<file path="src/rtl/evx_pkg.sv">
package evx_pkg;
    typedef enum logic [1:0] {
        ST_IDLE  = 2'd0,
        ST_GRANT = 2'd1,
        ST_XFER  = 2'd2,
        ST_DRAIN = 2'd3
    } xfer_state_t;
endpackage

</file>
<file path="src/rtl/evx_pending_ctr.sv">
module evx_pending_ctr #(
    parameter int PEND_W = 4
) (
    input  logic clk,
    input  logic rst_n,
    input  logic inc,
    input  logic dec,
    output logic nonzero,
    output logic ovf_err
);
    localparam logic [PEND_W-1:0] CNT_MAX = {PEND_W{1'b1}};

    logic [PEND_W-1:0] cnt_q;
    logic              err_q;

    always_ff @(posedge clk) begin
        if (!rst_n) begin
            cnt_q <= '0;
            err_q <= 1'b0;
        end else begin
            unique case ({inc, dec})
                2'b10: begin
                    if (cnt_q == CNT_MAX) err_q <= 1'b1;
                    else                  cnt_q <= cnt_q + 1'b1;
                end
                2'b01: begin
                    if (cnt_q != '0) cnt_q <= cnt_q - 1'b1;
                end
                default: cnt_q <= cnt_q;
            endcase
        end
    end

    assign nonzero = (cnt_q != '0);
    assign ovf_err = err_q;
endmodule

</file>
<file path="src/rtl/evx_word_track.sv">
module evx_word_track #(
    parameter int WORD_W      = 16,
    parameter int EVENT_WORDS = 2304
) (
    input  logic              clk,
    input  logic              rst_n,
    input  logic              take,
    input  logic [WORD_W-1:0] din,
    output logic              ev_done,
    output logic              wr_q,
    output logic [WORD_W+1:0] data_q
);
    localparam int CNT_W = (EVENT_WORDS > 1) ? $clog2(EVENT_WORDS) : 1;
    localparam logic [CNT_W-1:0] LAST_IDX = CNT_W'(EVENT_WORDS - 1);

    logic [CNT_W-1:0] idx_q;
    logic             is_first;
    logic             is_last;

    assign is_first = (idx_q == '0);
    assign is_last  = (idx_q == LAST_IDX);
    assign ev_done  = take && is_last;

    always_ff @(posedge clk) begin
        if (!rst_n) begin
            idx_q  <= '0;
            wr_q   <= 1'b0;
            data_q <= '0;
        end else begin
            wr_q <= take;
            if (take) begin
                data_q <= {is_first, is_last, din};
                idx_q  <= is_last ? '0 : idx_q + 1'b1;
            end
        end
    end
endmodule

</file>
<file path="src/rtl/evx_seq_fsm.sv">
module evx_seq_fsm
    import evx_pkg::*;
(
    input  logic clk,
    input  logic rst_n,
    input  logic trig,
    input  logic pend_nz,
    input  logic ev_done,
    input  logic tok_ret,
    output logic token_out,
    output logic busy,
    output logic take_en
);
    xfer_state_t state_q, state_d;

    always_ff @(posedge clk) begin
        if (!rst_n) state_q <= ST_IDLE;
        else        state_q <= state_d;
    end

    always_comb begin
        state_d = state_q;
        unique case (state_q)
            ST_IDLE:  if (pend_nz || trig) state_d = ST_GRANT;
            ST_GRANT: state_d = ev_done ? ST_DRAIN : ST_XFER;
            ST_XFER:  if (ev_done) state_d = ST_DRAIN;
            ST_DRAIN: if (tok_ret) state_d = (pend_nz || trig) ? ST_GRANT : ST_IDLE;
            default:  state_d = ST_IDLE;
        endcase
    end

    always_comb begin
        token_out = 1'b0;
        busy      = 1'b1;
        take_en   = 1'b0;
        unique case (state_q)
            ST_IDLE:  busy = 1'b0;
            ST_GRANT: begin token_out = 1'b1; take_en = 1'b1; end
            ST_XFER:  take_en = 1'b1;
            ST_DRAIN: ;
            default:  busy = 1'b0;
        endcase
    end
endmodule

</file>
<file path="src/rtl/evx_token_ctrl.sv">
module evx_token_ctrl #(
    parameter int WORD_W      = 16,
    parameter int EVENT_WORDS = 2304,
    parameter int PEND_W      = 4
) (
    input  logic              clk,
    input  logic              rst_n,
    input  logic              l1_trig,
    input  logic [WORD_W-1:0] din,
    input  logic              din_valid,
    input  logic              tok_ret,
    output logic              token_out,
    output logic              busy,
    output logic              fifo_wr,
    output logic [WORD_W+1:0] fifo_data,
    output logic              ovf_err
);
    logic pend_nz;
    logic ev_done;
    logic take_en;
    logic take;

    assign take = take_en && din_valid;

    evx_pending_ctr #(.PEND_W(PEND_W)) u_pend (
        .clk     (clk),
        .rst_n   (rst_n),
        .inc     (l1_trig),
        .dec     (ev_done),
        .nonzero (pend_nz),
        .ovf_err (ovf_err)
    );

    evx_word_track #(.WORD_W(WORD_W), .EVENT_WORDS(EVENT_WORDS)) u_words (
        .clk     (clk),
        .rst_n   (rst_n),
        .take    (take),
        .din     (din),
        .ev_done (ev_done),
        .wr_q    (fifo_wr),
        .data_q  (fifo_data)
    );

    evx_seq_fsm u_fsm (
        .clk       (clk),
        .rst_n     (rst_n),
        .trig      (l1_trig),
        .pend_nz   (pend_nz),
        .ev_done   (ev_done),
        .tok_ret   (tok_ret),
        .token_out (token_out),
        .busy      (busy),
        .take_en   (take_en)
    );
endmodule

</file>
<file path="config.mk">
export PLATFORM = sky130hd
export DESIGN_NAME = evx_token_ctrl
export DESIGN_NICKNAME = d
export VERILOG_FILES = /design/src/rtl/evx_pkg.sv /design/src/rtl/evx_pending_ctr.sv /design/src/rtl/evx_word_track.sv /design/src/rtl/evx_seq_fsm.sv /design/src/rtl/evx_token_ctrl.sv
export SDC_FILE = /design/constraint.sdc
export NUM_CORES = 1
export LEC_CHECK = 0
export ABC_AREA = 1
export BUFFER_PORTS_ARGS = -buffer_cell sky130_fd_sc_hd__buf_2
export CAP_MARGIN = 25
export CORE_MARGIN = 1
export CORE_UTILIZATION = 35
export DETAILED_ROUTE_END_ITERATION = 10
export GPL_ROUTABILITY_DRIVEN = 1
export SLEW_MARGIN = 20
export SYNTH_ARGS = -nofsm -noshare
export SYNTH_HDL_FRONTEND = slang
export SYNTH_HIERARCHICAL = 1
export SYNTH_SLANG_ARGS = --single-unit
export TNS_END_PERCENT = 5
</file>
<file path="constraint.sdc">
create_clock -name clk -period 2.32 [get_ports clk]
set_input_delay 0.348 -clock clk [delete_from_list [all_inputs] [get_ports clk]]
set_output_delay 0.348 -clock clk [all_outputs]
set_load 0.005 [all_outputs]
</file>
# Word level (Yosys, flattened, before mapping)
# Cells that the tools add are included.
dict set report word_totals {
  reg_bits 38
  elab_cells 45
}
dict set report classes {
  addsub 3
  eq_ne 12
  muxes 13
  reduce_logical 11
}
# cell count
set ops {}
lappend ops {{$add A12 B1 Y12 const B} 1}
lappend ops {{$eq A12 B12 Y1 const B} 1}
lappend ops {{$logic_not A12 Y1} 1}
lappend ops {{$mux W12} 1}
lappend ops {{$mux W4} 2}
lappend ops {{$pmux W2 S4} 1}
lappend ops {{$pmux W4 S2} 1}
lappend ops {{$eq A2 B2 Y1 const B} 3}
lappend ops {{$mux W2} 3}
lappend ops {{$ne A2 B1 Y1 const B} 3}
lappend ops {{$reduce_and A3 Y1} 2}
lappend ops {{$mux W1} 5}
lappend ops {{$add A4 B1 Y4 const B} 1}
lappend ops {{$eq A2 B1 Y1 const B} 2}
lappend ops {{$eq A4 B4 Y1 const B} 1}
lappend ops {{$ne A2 B2 Y1 const B} 2}
lappend ops {{$reduce_bool A4 Y1} 1}
lappend ops {{$sub A4 B1 Y4 const B} 1}
lappend ops {{$logic_and A1 B1 Y1} 2}
lappend ops {{$logic_not A2 Y1} 1}
lappend ops {{$reduce_and A2 Y1} 1}
lappend ops {{$reduce_bool A2 Y1} 1}
lappend ops {{$reduce_or A2 Y1} 1}
lappend ops {{$logic_or A1 B1 Y1} 1}

# Depth between registers and ports, before layout
# Gate-level depths: netlist of run 1.
dict set report logic_depth {
  depth_word 8
  ltp_mapped 19
  mapped_depth_nobuf 18
}

# Hierarchy
# Netlist of run 1, hierarchy kept.
# module instances cells_each area_per_inst_um2 seq_area_each_um2
set by_module_without_submodules {}
lappend by_module_without_submodules {evx_word_track 1 193 1392.6 620.6}
lappend by_module_without_submodules {evx_pending_ctr 1 53 341.6 100.1}
lappend by_module_without_submodules {evx_seq_fsm 1 29 196.4 40.0}
lappend by_module_without_submodules {evx_token_ctrl 1 2 7.5 0.0}

# Least setup slack after synthesis of run 1
# OpenSTA, ideal clock, no wires.
dict set report synth_timing {
  kind {reg-to-reg}
  start {register u_fsm.state_q[0]}
  end {register u_pend.cnt_q[2]}
  setup_ps 70
  arrival_time_ps 2201
  t_required_ps 2250
  slack_ps 49
  path_stages_with_launch 18
  path_buffers 1
  synth_period_minus_slack_ps 2271
  path_cell_list {dfxtp_1 inv_1 ha_1 nand2_1 inv_1 buf_6 nand3_4 nor2_4 nand4_2 inv_1 nand3_1 nand2_1 inv_1 ha_1 inv_1 nand2_1 xor2_1 a21oi_1}
}
dict set report synth_via {
  elab_chain_cells 8
}
# element line
set synth_rtl {}
lappend synth_rtl {{start, declared} evx_seq_fsm.sv:14} ;# xfer_state_t state_q, state_d;
lappend synth_rtl {{start signal, assigned} evx_seq_fsm.sv:18} ;# else state_q <= state_d;
lappend synth_rtl {{$eq A2 B1 Y1 or $eq A2 B2 Y1 (tied branches)} evx_seq_fsm.sv:36} ;# unique case (state_q)
lappend synth_rtl {{$reduce_or A2 Y1 (no source line) (*)} -}
lappend synth_rtl {{$mux W1 (*)} evx_seq_fsm.sv:36}
lappend synth_rtl {{via take_en} evx_token_ctrl.sv:20} ;# logic take_en;
lappend synth_rtl {{$logic_and A1 B1 Y1 (*)} evx_token_ctrl.sv:23} ;# assign take = take_en && din_valid;
lappend synth_rtl {{via take} evx_token_ctrl.sv:21} ;# logic take;
lappend synth_rtl {{$logic_and A1 B1 Y1 (*)} evx_word_track.sv:22} ;# assign ev_done = take && is_last;
lappend synth_rtl {{via ev_done} evx_token_ctrl.sv:19} ;# logic ev_done;
lappend synth_rtl {{$eq A2 B1 Y1 or $eq A2 B2 Y1 (tied branches)} evx_pending_ctr.sv:21} ;# unique case ({inc, dec})
lappend synth_rtl {{$ne A2 B1 Y1 (no source line) (tied with other cells)} -}
lappend synth_rtl {{$reduce_and A3 Y1 (no source line)} -}
lappend synth_rtl {{end signal, assigned} evx_pending_ctr.sv:24} ;# else cnt_q <= cnt_q + 1'b1;
lappend synth_rtl {{end signal, assigned} evx_pending_ctr.sv:27} ;# if (cnt_q != '0) cnt_q <= cnt_q - 1'b1;
lappend synth_rtl {{end signal, assigned} evx_pending_ctr.sv:29} ;# default: cnt_q <= cnt_q;
lappend synth_rtl {{end, declared} evx_pending_ctr.sv:13} ;# logic [PEND_W-1:0] cnt_q;
# Mark *: on every way through the listed nets, which the timed path passes. The rest lies on a longest branch.
# A chain may end at the register's enable or synchronous reset.

# Worst setup path after layout of run 1
# Ends and elaborated chain as after synthesis.

==> results of run 1 <==
==> final cells by class <==
| class | instances | area share (%) |
|---|---|---|
| multi-input cells | 193 | 42.3 |
| clock inverters | 3 | 2.91 |
| clock buffers | 5 | 2.91 |
| flip-flops and latches | 38 | 32.3 |
| repair buffers | 45 | 9.84 |
| well taps | 70 | 3.70 |
| inverters | 38 | 6.03 |
==> cell families after synthesis <==
logic type	count (synthesis)
compound gates	36
xor+xnor	3
buf+inv	46
simple gates	146
fa+ha+maj	8
flops	38
==> metrics by stage <==
stage               hold WS, ns  std cells  cell area (um2)  worst slack (ns)  total power, mW
finish                    0.275        392             2360             0.184             2.24
floorplan                 0.464        277             1940            0.0489             1.32
global route              0.260        392             2360            0.0204             2.43
CTS                       0.264        392             2350            0.0382             2.25
global placement          0.448        384             2210             0.156             1.53
detailed placement        0.455        384             2210            0.0808             1.54
==> routing by layer <==
layer,wire length (um),vias to the layer above,track usage [%]
met2,1880,47,27.7
met1,2020,797,19.2
met4,43,0,5.77
met3,262,5,4.55
met5,0,-,0
li1,-,955,-
==> cells in the mapped netlist <==
master and n:
sky130_fd_sc_hd__clkbuf_1 2, sky130_fd_sc_hd__nand2_1 49, sky130_fd_sc_hd__buf_6 1, sky130_fd_sc_hd__buf_4 2, sky130_fd_sc_hd__buf_1 2, sky130_fd_sc_hd__nor2_4 4, sky130_fd_sc_hd__nand2_2 6, sky130_fd_sc_hd__o21ai_1 1
sky130_fd_sc_hd__buf_2 1, sky130_fd_sc_hd__nor3b_1 1, sky130_fd_sc_hd__nand4_2 1, sky130_fd_sc_hd__o21a_1 1, sky130_fd_sc_hd__nor2_2 2, sky130_fd_sc_hd__o21ai_0 26, sky130_fd_sc_hd__a21oi_1 8, sky130_fd_sc_hd__nand3_2 3
sky130_fd_sc_hd__nand4_1 6, sky130_fd_sc_hd__ha_1 8, sky130_fd_sc_hd__inv_1 35, sky130_fd_sc_hd__nand3_1 15, sky130_fd_sc_hd__xor2_1 3, sky130_fd_sc_hd__nor3_1 2, sky130_fd_sc_hd__nand3_4 1, sky130_fd_sc_hd__inv_2 3
sky130_fd_sc_hd__nor2_1 56, sky130_fd_sc_hd__dfxtp_1 38
==> critical path, cell delays in order (launching register included) <==
cell and delay (ns):
sky130_fd_sc_hd__dfxtp_2 0.36, sky130_fd_sc_hd__inv_2 0.07, sky130_fd_sc_hd__ha_4 0.26, sky130_fd_sc_hd__nand2_1 0.04, sky130_fd_sc_hd__inv_1 0.10, sky130_fd_sc_hd__nand3_4 0.09
sky130_fd_sc_hd__nor2_4 0.11, sky130_fd_sc_hd__nand4_2 0.11, sky130_fd_sc_hd__inv_2 0.11, sky130_fd_sc_hd__nand3_1 0.12, sky130_fd_sc_hd__nand2_1 0.11, sky130_fd_sc_hd__inv_1 0.04
sky130_fd_sc_hd__ha_1 0.16, sky130_fd_sc_hd__inv_1 0.04, sky130_fd_sc_hd__nand2_1 0.05, sky130_fd_sc_hd__xor2_1 0.16, sky130_fd_sc_hd__a21oi_1 0.13
==> sequential cells by signal, summed over array words and instances, names as in the netlist <==
name	flops
u_fsm/state_q	2
u_pend/cnt_q	4
u_pend/ovf_err	1
u_words/data_q	18
u_words/idx_q	12
u_words/wr_q	1
==> layout by cell type (no fill, tap or decap), types with 5 or more instances in the layout <==
| cell type | netlist | final |
|---|---|---|
| sky130_fd_sc_hd__nor2_1 | 56 | 56 |
| sky130_fd_sc_hd__nand2_1 | 49 | 49 |
| sky130_fd_sc_hd__buf_2 | 1 | 42 |
| sky130_fd_sc_hd__dfxtp_1 | 38 | 36 |
| sky130_fd_sc_hd__inv_1 | 35 | 32 |
| sky130_fd_sc_hd__o21ai_0 | 26 | 26 |
| sky130_fd_sc_hd__nand3_1 | 15 | 15 |
| sky130_fd_sc_hd__a21oi_1 | 8 | 8 |
| sky130_fd_sc_hd__ha_1 | 8 | 7 |
| sky130_fd_sc_hd__inv_2 | 3 | 6 |
| sky130_fd_sc_hd__nand2_2 | 6 | 6 |
| sky130_fd_sc_hd__nand4_1 | 6 | 6 |
| sky130_fd_sc_hd__clkbuf_8 | 0 | 5 |
==> power groups by stage <==
stage	Sequential (mW)	Clock (mW)	Combinational, mW
floorplan	0.914	0	0.402
global placement	0.902	0	0.632
detailed placement	0.904	0	0.635
CTS	0.893	0.711	0.645
global route	0.921	0.741	0.768
finish	0.897	0.688	0.656
==> path summary, 6_finish.rpt <==
path / endpoint / cells past startpoint / slack [ns] / start
max: u_pend/cnt_q[2] / 16 / 0.18 / u_fsm/state_q[0]
min: u_words/data_q[4] / 3 / 0.27 / din[4]
max reg2reg: u_pend/cnt_q[2] / 16 / 0.18 / u_fsm/state_q[0]
min reg2reg: u_pend/ovf_err / 1 / 0.47 / u_pend/ovf_err
==> results, run 1 <==
- The synthesized design devotes to its leading area cell type approximately two fifths of total area.
- During I/O placement, the number of pins put on the boundary was 43.
- The routed layout has around 1800 vias.
- Setup repair after global routing left no endpoint under its margin.
- The core region is about 5200 um2.
- The maximum root-to-sink buffer count is 2.
- The maximum fanout encountered on the critical timing path is 4.
- For this run, the register share of the synthesized area comes to about two fifths.
- Of the cells placed in the final design, the portion with a size suffix greater than 1 is 24.5%.
- The synthesized netlist devotes 35.1% of its cell area to simple gates.
- The number of failing setup endpoints in the final timing report is 0.
- The total iterations of the first detailed-routing run is 4.
- The number of cells produced by synthesis is approximately 280.
- The floorplan has 26 rows.
- Sequential cells burn approximately 40% of the power.
- The number of design rule violations left after detail routing is 0.
- The leakage power of the design is between 1 and 1.5 nW.
- The count of port buffers added during placement is 42.
- The kind of start point of the critical path is a register.
- The CTS clock-pin slew for the worst setup and hold paths is ~0.090 ns.
- Measured along the x axis, the die boundary spans around 76 um.
- The worst slew margin relative to its limit is 66.6%.
- After synthesis, the cell types taking the most area are sky130_fd_sc_hd__dfxtp_1 39%, sky130_fd_sc_hd__nor2_1 11%, sky130_fd_sc_hd__nand2_1 9.5%, sky130_fd_sc_hd__inv_1 6.8%, sky130_fd_sc_hd__o21ai_0 6.7%.
- The H-tree was split into 2 levels.
- The worst setup path is captured at a register.
- Of all cell types, the one taking the most synthesized area is sky130_fd_sc_hd__dfxtp_1.
- At the worst endpoint, the required time is between 2 and 3 ns.
- The net count of the finished layout is 350.
- The slew of the pin with the lowest slew margin is 0.502 ns.
- The smallest clock period supported by the final layout is computed as roughly 2.1 ns.
- After detailed routing, the average wire length per cell comes to ~11 um.
- Entering global routing, the biggest net connects 31 pins.
- The combinational share of power is between 20% and 30%.
- The setup path with the least slack is of type reg -> reg.
- After routing, the total negative slack on setup checks comes to 0 ns.
- The cell sitting at the root of the clock tree is a sky130_fd_sc_hd__clkbuf_8.
- Once detail routing completed, the nets flagged for antenna violations numbered 0.
- The relative contribution of the clock network to total power is 30.7%.
- Detailed placement ended at an HPWL of between 2 and 3 mm.
- The TritonCTS sink count is 38.
- The multiplexer fraction of the synthesized cell area is 0%.
- The number of global-route vias before repair is roughly 1700.
- The internal cell power is around 1.5 mW.
- The worst path uses just over 90% of the clock period.
- During synthesis, Yosys emitted a total of 6 warnings.
- Dividing the synthesized area by the synthesized cell count gives between 6 and 7 um2.
- After global routing the overflow that remains totals 0.
- The global-route usage over all layers is approximately 16%.
- The worst hold-check path type is in -> reg.
- For this configuration, the core starts out at a cell density of 37.2%.
- Clock latency on the worst-skew pair, taken at its later pin, is between 0.2 and 0.3 ns.
- Based on the critical path, the design can be clocked at up to roughly 0.47 GHz.
- The final antenna diode count is 0.
- The layout overhead on the synthesized area is 22.0%.
- The number of clock buffers inserted by TritonCTS is 5.
- The synthesized design contains 38 register bits.
- The count of unique library cells instantiated by Yosys is 26.
- The worst-case IR drop observed on VDD is between 0.5 and 0.6 mV.
- After synthesis the cells add up to slightly below 2000 um2.
- Counting the fill cells in the layout gives about 550.
- The max-slew violation count is 0.
- In this run, the number of DRC markers left after iteration 0 of detailed routing was 101.
- The combinational family with the most area after synthesis is simple AND/OR/NAND/NOR gates.
- At the end of routability-driven placement, the weighted congestion stood at about 0.77.
- In this run the post-CTS setup repair buffer count came out at 0.
- Of the total power, the share spent switching nets is 32.2%.
- The cell area power density is around 950 nW/um2.
- For this design the total switching power over the nets is between 0.7 and 0.8 mW.
- The area fraction in compound gates after synthesis is a little under a tenth.
- In the final layout, the multi-input gates occupy 1000 um2.
- The flow ran to the end, and the final reports show no timing, DRC or antenna violations.
- The footprint of the flip-flops and latches is ~760 um2.
- The initial antenna violation count is 0.
- Between clock sinks in the finished design, the worst skew comes to 0.00781 ns.
- The area enclosed by the die boundary is between 5000 and 6000 um2.
- The fraction of synthesized cell area in xor and xnor cells is between 1 and 1.5%.
- Synthesis produced a netlist with a net count of 306.
- The vertical extent of the die is between 70 and 80 um.
- The mean number of vias per cell is 4.60.
- Across the run, the number of max-cap violations was 0.
- The first-pass GRT wire length is around 7.6 mm.
- The number of hold-slack violations in the final timing report is 0.
- The wire length reported by the detailed router is roughly 4.2 mm.
- At the end of the flow the core is filled with cells to between 40% and 50%.
- Once the clock tree was built, the resizer swapped 0 gates to a different size.
- The endpoint arrival time on the critical path is around 2.4 ns.
- Hold repair after CTS inserted 0 buffers.
- The synthesized-area fraction occupied by adder cells is under 10%.
- TritonCTS built the clock tree.
(Power assumes the default switching activity.)
==> run 2: changes to the inputs <==
--- a/config.mk
+++ b/config.mk
@@ -12,7 +12,7 @@
 export CORE_UTILIZATION = 35
 export DETAILED_ROUTE_END_ITERATION = 10
 export GPL_ROUTABILITY_DRIVEN = 1
-export SLEW_MARGIN = 20
+export GPL_TIMING_DRIVEN = 0
 export SYNTH_ARGS = -nofsm -noshare
 export SYNTH_HDL_FRONTEND = slang
 export SYNTH_HIERARCHICAL = 1
==> run 2 against run 1 <==
Sequential power is essentially flat. Total power down 7.1%. Critical path depth increased by 1. Global-route usage fell by 0.67 points. Hold slack gained 0.010 ns. Wire length is 2.1% higher. Core utilization grew 1.1 points. Non-clock buffer count up 9. First-iteration DRC count decreased by 27%. Clock-buffer cell count is 2 higher. Critical path type unchanged.
==> results, run 2 (same netlist as run 1, synthesis figures left out) <==
- Routability-driven placement finished with a final weighted congestion of 0.776.
- The max-slew violation count came to 0.
- The vertical extent of the die is between 70 and 80 um.
- The final antenna diode count is 0.
- The net count of the finished layout is between 300 and 400.
- The flow ran to the end, and the final reports show no timing, DRC or antenna violations.
- The capturing element type of the critical path is a register.
- The count of port buffers added during placement is 42.
- Across the VDD grid, the largest voltage drop is 0.530 mV.
- The worst hold path terminates at u_words/data_q[7].
- Dividing the detail-routed via count by the number of cells gives ~4.6.
- For this design the top-level I/O count stands at between 40 and 50.
- In this run the cell area measured after placement is 2240 um2.
- The clock net in this run drives a total of 38 sinks.
- Relative to the synthesized area, the layout overhead comes to 24.9%.
- On the critical path, the stage with the largest delay is an instance of sky130_fd_sc_hd__dfxtp_4.
- The number of max-cap violations is 0.
- After layout, the minimum clock period comes to approximately 2.2 ns.
- The count of cells in the finished layout, fillers not included, comes to around 400.
- The CTS clock-pin slew for the worst setup and hold paths is roughly 0.070 ns.
- Dividing the detail-routed wire length by the instance count gives 10.7 um.
- The classification of the worst setup path is reg -> reg.
- The first-pass GRT wire length is between 7 and 8 mm.
- Timing would allow up to approximately 0.46 GHz.
- The worst slew margin relative to its limit is between 70% and 80%.
- The number of H-tree levels is 2.
- The worst-case setup slack after placement is -0.251 ns.
- The worst hold path begins at din[7].
- The share of the clock period used by the worst path after layout is between 90% and 100%.
- The number of cells on the worst reg-to-reg path is 17.
- The overall power after layout is between 2 and 2.5 mW.
- The slew of the pin with the lowest slew margin is 0.391 ns.
- The area enclosed by the die boundary is between 5000 and 6000 um2.
- The worst register-to-register path ends at u_pend/cnt_q[2].
- The number of failing setup endpoints in the final timing report is 0.
- The number of clock buffers inserted by TritonCTS is 5.
- In the layout the commonest cells are 56 x sky130_fd_sc_hd__nor2_1, 46 x sky130_fd_sc_hd__nand2_1, 43 x sky130_fd_sc_hd__buf_2.
- The largest net degree at the start of global routing is 13.
- The startpoint of the worst register-to-register path is u_fsm/state_q[1].
- The kind of start point of the critical path is a register.
- The cell depth of the worst min-delay path is 3.
- The most critical setup path has its startpoint at u_fsm/state_q[1].
- The number of hold-slack violations in the final timing report came to 0.
- The pre-antenna-repair detailed-routing pass consisted of 4 iterations.
- The worst-case register-to-register setup slack is about 0.14 ns.
- Summed over all cells, the static leakage comes to around 1.2 nW.
- The number of global-route vias before repair is ~1700.
- The global-route usage over all layers is between 10% and 20%.
- The maximum root-to-sink buffer count is 2.
- In the routed design, unresolved DRC markers number 0.
- Among cell families on the critical path, the largest total delay comes from simple AND/OR/NAND/NOR gates.
- Leaving out fill and tap cells, the most frequent cell in the layout is sky130_fd_sc_hd__nor2_1.
- The number of buffers and inverters on the critical path is 5.
- The initial antenna violation count was 0.
- The setup skew after layout is roughly 0.0064 ns.
- After clock tree synthesis, the flow added hold-fix buffers numbering 0.
- The most flop-heavy register is u_words/data_q.
- After the first detailed-routing iteration, the DRC count stood at 74.
- Summed over all layers, the routed wires come to 4.29 mm.
- The maximum fanout encountered on the critical timing path is 4.
- The number of flip-flops in the largest register is 18.
- Measured along the x axis, the die boundary spans 76.4 um.
- The signal on the critical path passes through inv_4 -> ha_4 -> nand2_1 -> inv_2 -> nand3_4 -> nor2_4 -> nand4_4 -> inv_4 -> nand2_4 -> nand2_4 -> nand2_2 -> inv_2 -> ha_2 -> inv_1 -> nand2_1 -> xor2_1 -> a21oi_1.
- After legalization and detailed placement, the total HPWL measured between 3 and 4 mm.
- The initial utilization of the core area, before any placement, comes to a little under two fifths.
- The overflow left after global routing is 0.
- After detailed placement, the design holds a cell count of 389.
- After layout, the worst setup slack is about 0.14 ns.
- TritonCTS built the clock tree.
- At the worst endpoint, the required time is about 2.5 ns.
- The endpoint arrival time on the critical path is between 2 and 2.5 ns.
- The tree is rooted in a sky130_fd_sc_hd__clkbuf_8.
- The floorplan step defined a core boundary enclosing roughly 5200 um2.
- The cell area power density is 860 nW/um2.
- The final-layout worst hold slack is ~0.28 ns.
- The post-route cell area is around 2400 um2.
- The number of nets with antenna violations after routing is 0.
- Row generation in the floorplan step produced 26 rows.
- The largest single stage delay on the critical path is 0.37 ns.
- The tightest min-delay check is of the in -> reg type.
- The later-pin clock latency in the skew report is roughly 0.29 ns.
- The total number of vias is between 1500 and 2000.
- In the final layout, the registers with the most flip-flops are u_words/data_q x18, u_words/idx_q x12, u_pend/cnt_q x4.
- Cells with a size suffix above 1 make up a little over a quarter of the layout.
run 2: where the power goes:
part | switching [mW] | internal, mW
Sequential | 0.0823 | 0.817
Combinational | 0.408 | 0.311
Clock | 0.224 | 0.240
run 2: worst max-delay path by stage:
stage / end / slack [ns] / depth (start not counted)
floorplan: u_pend/cnt_q[2] / 0.05 / 17
global placement: u_pend/cnt_q[2] / -0.23 / 17
detailed placement: u_pend/cnt_q[2] / -0.25 / 17
CTS: u_pend/cnt_q[2] / 0.005 / 17
global route: u_pend/cnt_q[2] / -0.02 / 17
finish: u_pend/cnt_q[2] / 0.14 / 17
run 2: final cells by class:
cell class | instances | area, um2
repair buffers | 47 | 251
multi-input cells | 193 | 1040
clock buffers | 7 | 86.3
well taps | 70 | 87.6
clock inverters | 1 | 5.00
flip-flops and latches | 38 | 766
fillers | 549 | 2780
plain buffers | 7 | 35.0
inverters | 38 | 148
run 2: worst reg2reg max path, stage by stage (launching register included):
cell and delay, ns:
sky130_fd_sc_hd__dfxtp_4 0.37, sky130_fd_sc_hd__inv_4 0.05, sky130_fd_sc_hd__ha_4 0.26, sky130_fd_sc_hd__nand2_1 0.06, sky130_fd_sc_hd__inv_2 0.09, sky130_fd_sc_hd__nand3_4 0.09, sky130_fd_sc_hd__nor2_4 0.14, sky130_fd_sc_hd__nand4_4 0.11
sky130_fd_sc_hd__inv_4 0.12, sky130_fd_sc_hd__nand2_4 0.07, sky130_fd_sc_hd__nand2_4 0.06, sky130_fd_sc_hd__nand2_2 0.06, sky130_fd_sc_hd__inv_2 0.05, sky130_fd_sc_hd__ha_2 0.15, sky130_fd_sc_hd__inv_1 0.04, sky130_fd_sc_hd__nand2_1 0.06
sky130_fd_sc_hd__xor2_1 0.19, sky130_fd_sc_hd__a21oi_1 0.09
run 2: timing repair:
| action | in CTS | in global routing |
|---|---|---|
| buffers inserted | 4 | 1 |
| resized for setup | 4 | 18 |
| cloned | 0 | 0 |
| endpoints found under the setup margin | 3 | 4 |
| pin swaps | 3 | 10 |
run 2: through the flow:
stage	utilization (%)	setup TNS [ns]
finish	46.5	0
floorplan	-	0
global placement	43.0	-0.329
detailed placement	43.0	-0.373
global route	46.5	-0.0206
CTS	45.4	0
run 2: metal layers:
| layer | vias up | GRT usage (%) | wire, um |
|---|---|---|---|
| met3 | 6 | 5.15 | 287 |
| li1 | 975 | - | - |
| met1 | 829 | 18.4 | 1950 |
| met5 | - | 0 | 0 |
| met2 | 49 | 27.0 | 2020 |
| met4 | 0 | 3.46 | 37 |
